[src/rtl/capture_channel.sv]
module capture_channel #(
  parameter int TW    = 16,
  parameter int DEPTH = 4
) (
  input  logic          clk,
  input  logic          rst_n,
  input  logic          pin_in,
  input  logic [TW-1:0] timer_a,
  input  logic [TW-1:0] timer_b,
  input  logic          idle,
  input  logic          sleep,
  input  logic          ctl_we,
  input  logic [15:0]   ctl_wdata,
  output logic [15:0]   ctl_rdata,
  input  logic          buf_re,
  output logic [TW-1:0] buf_rdata,
  output logic          irq
);
  localparam int AW = $clog2(DEPTH);
  localparam int CW = AW + 1;

  logic [2:0]    sync;
  logic          stop_idle, tsel, ovf;
  logic [1:0]    ici, icnt;
  logic [2:0]    mode;
  logic [3:0]    pre;
  logic [TW-1:0] mem [DEPTH];
  logic [AW-1:0] wp, rp;
  logic [CW-1:0] cnt;
  logic          hit;

  wire rise    = sync[1] & ~sync[2];
  wire fall    = ~sync[1] & sync[2];
  wire run     = !(idle && stop_idle);
  wire pre_hit = (mode == 3'd4 && pre[1:0] == 2'd3) || (mode == 3'd5 && pre == 4'd15);
  wire cap     = run && hit;
  wire full    = (cnt == CW'(DEPTH));
  wire nempty  = (cnt != '0);
  wire pop     = buf_re && nempty;
  wire push    = cap && (!full || pop);

  always_comb begin
    case (mode)
      3'd1:        hit = rise | fall;
      3'd2:        hit = fall;
      3'd3:        hit = rise;
      3'd4, 3'd5:  hit = rise && pre_hit;
      default:     hit = 1'b0;
    endcase
  end

  assign ctl_rdata = {2'b00, stop_idle, 5'b00000, tsel, ici, ovf, nempty, mode};
  assign buf_rdata = mem[rp];

  always_ff @(posedge clk) begin
    if (!rst_n) begin
      sync <= '0; stop_idle <= 1'b0; tsel <= 1'b0; ici <= '0; mode <= '0;
      ovf <= 1'b0; pre <= '0; icnt <= '0; wp <= '0; rp <= '0; cnt <= '0;
      irq <= 1'b0;
    end else begin
      sync <= {sync[1:0], pin_in};
      irq  <= 1'b0;

      if (ctl_we) begin
        stop_idle <= ctl_wdata[13];
        tsel      <= ctl_wdata[7];
        ici       <= ctl_wdata[6:5];
        mode      <= ctl_wdata[2:0];
        pre       <= '0;
        icnt      <= '0;
      end else begin
        if (run && rise && (mode == 3'd4 || mode == 3'd5))
          pre <= pre_hit ? 4'd0 : pre + 4'd1;
        if (push) begin
          if (mode == 3'd1 || icnt == ici) begin
            irq  <= 1'b1;
            icnt <= '0;
          end else begin
            icnt <= icnt + 2'd1;
          end
        end
      end

      if (mode == 3'd7)
        irq <= rise && (sleep || idle);

      if (mode == 3'd0) begin
        wp <= '0; rp <= '0; cnt <= '0; ovf <= 1'b0;
      end else begin
        if (push) begin
          mem[wp] <= tsel ? timer_a : timer_b;
          wp      <= (wp == AW'(DEPTH-1)) ? '0 : wp + 1'b1;
        end
        if (pop)
          rp <= (rp == AW'(DEPTH-1)) ? '0 : rp + 1'b1;
        cnt <= cnt + CW'(push) - CW'(pop);
        if (cap && full && !pop)
          ovf <= 1'b1;
      end
    end
  end
endmodule


[config.mk]
export PLATFORM = sky130hd
export DESIGN_NAME = capture_channel
export DESIGN_NICKNAME = d
export VERILOG_FILES = /design/src/rtl/capture_channel.sv
export SDC_FILE = /design/constraint.sdc
export NUM_CORES = 1
export LEC_CHECK = 0
export BUFFER_PORTS_ARGS = -buffer_cell sky130_fd_sc_hd__buf_2
export CAP_MARGIN = 10
export CORE_MARGIN = 4
export CORE_UTILIZATION = 50
export DETAILED_ROUTE_END_ITERATION = 8
export PLACE_DENSITY = 0.82
export SKIP_CTS_REPAIR_TIMING = 1
export SLEW_MARGIN = 25
export SYNTH_ARGS = -nofsm -noshare
export SYNTH_HDL_FRONTEND = slang
export SYNTH_SLANG_ARGS = --single-unit
[constraint.sdc]
create_clock -name clk -period 3.6 [get_ports clk]
set_input_delay 0.18 -clock clk [delete_from_list [all_inputs] [get_ports clk]]
set_output_delay 0.18 -clock clk [all_outputs]
set_load 0.02 [all_outputs]
==> out/qor.csv <==
stage,metric,value,unit
routing,vias per cell,5.11,
power_and_ir_drop,pwr dens,429,nW/µm²
layout,share of post-route cells with drive strength above 1,38.4,%
routing,First DRT Iteration DRCs,71,
global_route,global routing usage on met1,18.7,%
global_route,global-route wire length before repair,10500,µm
clock_network,TritonCTS sink count,91,
synth,Synth async-reset ratio,0,%
setup_path,Worst EP required,3.84,ns
global_route,Tot GR Track Use,15.3,%
sta,Max-slew headroom,39.6,%
power_and_ir_drop,Leak,1.66,nW
layout,layout overhead on the synthesized area,14.5,%
clock_network,Clock Latency Late Sink,0.36,ns
die,row count,31,
min_path,HP Class,in2reg,
routing,DR WL/cell,15.5,µm
synth,sequential area share after synthesis,63.1,%
global_route,largest net degree at the start of global routing,19,
sta,final clock skew,0.0123,ns
synth,largest family of logic cells by synthesized area,multiplexers,
sta,final hold vios,0,
die,I/O Pins,88,
synth,Mean Syn Cell Area,15.1,µm²
routing,DRT antenna net count,0,
die,Core Area,7410,µm²
setup_path,crit path max fanout,9,
sta,final worst setup slack,0.751,ns
layout,Layout Nets,392,
placed_design,IO Port Bufs,71,
synth,Synth Warn #,0,
global_route,vias in the first global route,2229,
clock_network,CTS tree,yes,
synth,synthesized flop and latch total,91,
die,DIE AREA,9280,µm²
routing,Post-Route WL,6660,µm
clock_network,clk root buf,clkbuf_8,
sta,final critical-path required period,2.85,ns
die,die height,96.3,µm
global_route,grt met3 use,2.74,%
sta,Final period util,79.1,%
routing,DRC Markers,0,
synth,Synth Area in Adders,3.72,%
clock_network,TritonCTS Buffers,9,
sta,Setup-failing EPs final,0,
setup_path,worst-path cell chain,inv_1 -> ha_1 -> or2_1 -> a311oi_2 -> o21ai_2 -> ha_1 -> inv_1 -> ha_1 -> fa_1 -> xnor2_1 -> xnor2_1 -> nor2_1,
placed_design,hpwl dp,4760,µm
run_status,run status,"finished, final reports clean",
synth,top_reg_cell synth,edfxtp_1,
power_and_ir_drop,VDD IR max,0.000200,V
layout,n_diodes,0,
sta,max-slew violations,0,
sta,Highest Clock Rate,351,MHz
synth,post-synthesis mux area share,16.9,%
synth,post-synthesis compound-gate area fraction,3.53,%
setup_path,critical path class,reg2reg,
placed_design,DP Worst Slack,0.762,ns
power_and_ir_drop,total chip power,1.92,mW
routing,routed vias,2196,
global_route,GR Layer Usage met2,26.5,%
routing,drt pass-1 iters,4,
clock_network,"CTS clk-pin slew, worst paths",0.09,ns
synth,Post-Synth Simple-Gate Area,7.05,%
setup_path,Crit. End Element,register,
placed_design,RePlAce Congestion,0.723,
synth,Syn Inst Count,259,
setup_path,CP max-delay cell,fa_1,
setup_path,crit start category,register,
clock_network,H-tree Lvls,3,
sta,RSZ-0062 raised after global routing,no,
synth,area share of xor/xnor cells in the synthesized design,0.898,%
synth,Synth Cell Area,3900,µm²
sta,actual slew at the worst max-slew pin,0.905,ns
global_route,initial antenna violation count,0,
setup_path,Crit path largest cell delay,0.38,ns
clock_network,clock buffer depth,2,
die,starting density of the core,52.7,%
setup_path,WP data arrival,3.09,ns
die,Die W,96.3,µm
sta,TNS Setup,0,ns
synth,"EDFF count, synth",64,
synth,post-synth cell types,36,
run,Max Cap Viol,0,
setup_path,CP dominant cell by count,ha_1,
global_route,busiest grt layer,met2,
global_route,gr ovfl total,0,
## routing by layer
metal / vias to the layer above / wire length (µm)
met5: - / 0
met4: 0 / 111
met3: 9 / 386
met2: 65 / 3390
met1: 1054 / 2780
li1: 1068 / -
## critical path: cells and delay by family, from the launching register on
family          cells  cell delay (ns)
xor+xnor            2             0.35
simple gates        2             0.26
compound gates      2             0.51
fa+ha+maj           4             1.17
buf+inv             2             0.09
flops               1             0.36
## cells in the final DEF, fill, tap and decap left out, drive strengths merged, types with 2 or more instances in the layout
master / count
a21oi: 8
a22o: 2
and2: 7
buf: 72
clkbuf: 9
clkinv: 2
conb: 7
dfxtp: 27
edfxtp: 64
ha: 10
inv: 18
mux2: 16
mux2i: 12
mux4: 16
nand2: 9
nand2b: 3
nor2: 17
nor2b: 9
nor3: 3
o211ai: 2
o21ai: 4
or3: 2
xnor2: 4
## sequential cells by signal (all words and copies together), names as in the netlist, named ones only
register / flops
rp: 2
ici: 2
tsel: 1
mode: 3
mem: 64
cnt: 3
ovf: 1
irq: 1
icnt: 2
wp: 2
sync: 3
stop_idle: 1
pre: 4
## metrics by stage
stage	instances	hold WS [ns]	utilization (%)	instance area (µm²)
after global routing	430	0.0297	60.3	4470
after global placement	414	0.388	57.7	4280
after floorplan	265	0.307	-	3930
final	430	0.0275	60.3	4470
after CTS	430	0.0215	60.3	4470
after detailed placement	414	0.403	57.7	4280
## cells by family after synthesis
kind of cell	after synthesis
AO/OA/AOI/OAI	19
flip-flops	91
buffers and inverters	35
other	1
multiplexers	44
AND/OR/NAND/NOR	54
XOR/XNOR	4
adder cells (fa/ha/maj)	11
## path summary, 6_finish.rpt
| check | depth (start not counted) | start | to | slack, ns |
|---|---|---|---|---|
| worst max-delay path | 12 | sync[1] | cnt[2] | 0.75 |
| worst min-delay path | 2 | pin_in | sync[0] | 0.03 |
| worst max register to register | 12 | sync[1] | cnt[2] | 0.75 |
| worst min register to register | 1 | sync[0] | sync[1] | 0.45 |
## cell type report
| type | count | area (µm²) |
|---|---|---|
| Fill cell | 544 | 2940 |
| Sequential cell | 91 | 2460 |
| Multi-Input combinational cell | 139 | 1280 |
| Timing Repair Buffer | 72 | 363 |
| Clock buffer | 9 | 124 |
| Tap cell | 99 | 124 |
| Clock inverter | 7 | 66.3 |
| Inverter | 13 | 48.8 |
## power breakdown
part / leakage [nW] / switching [mW] / total [mW] / internal, mW
sequential: 0.795 / 0.0137 / 1.15 / 1.13
combinational: 0.768 / 0.0633 / 0.120 / 0.0563
clock: 0.0986 / 0.383 / 0.653 / 0.270
total: 1.66 / 0.460 / 1.92 / 1.46
## synth_stat cells, types with 4 or more instances
master     n  area [µm²]
mux2_2    16         180
edfxtp_1  64        1920
mux4_2    16         360
nor2_1    17        63.8
mux2i_1   12         120
clkbuf_1   8        30.0
and2_1     7        43.8
inv_1     13        48.8
buf_4     11        82.6
dfxtp_1   27         541
a21oi_1    8        40.0
xnor2_1    4        35.0
ha_1      10         125
nand2_1    8        30.0
nor2b_1    9        56.3
Power figures use the tool's default switching activity.
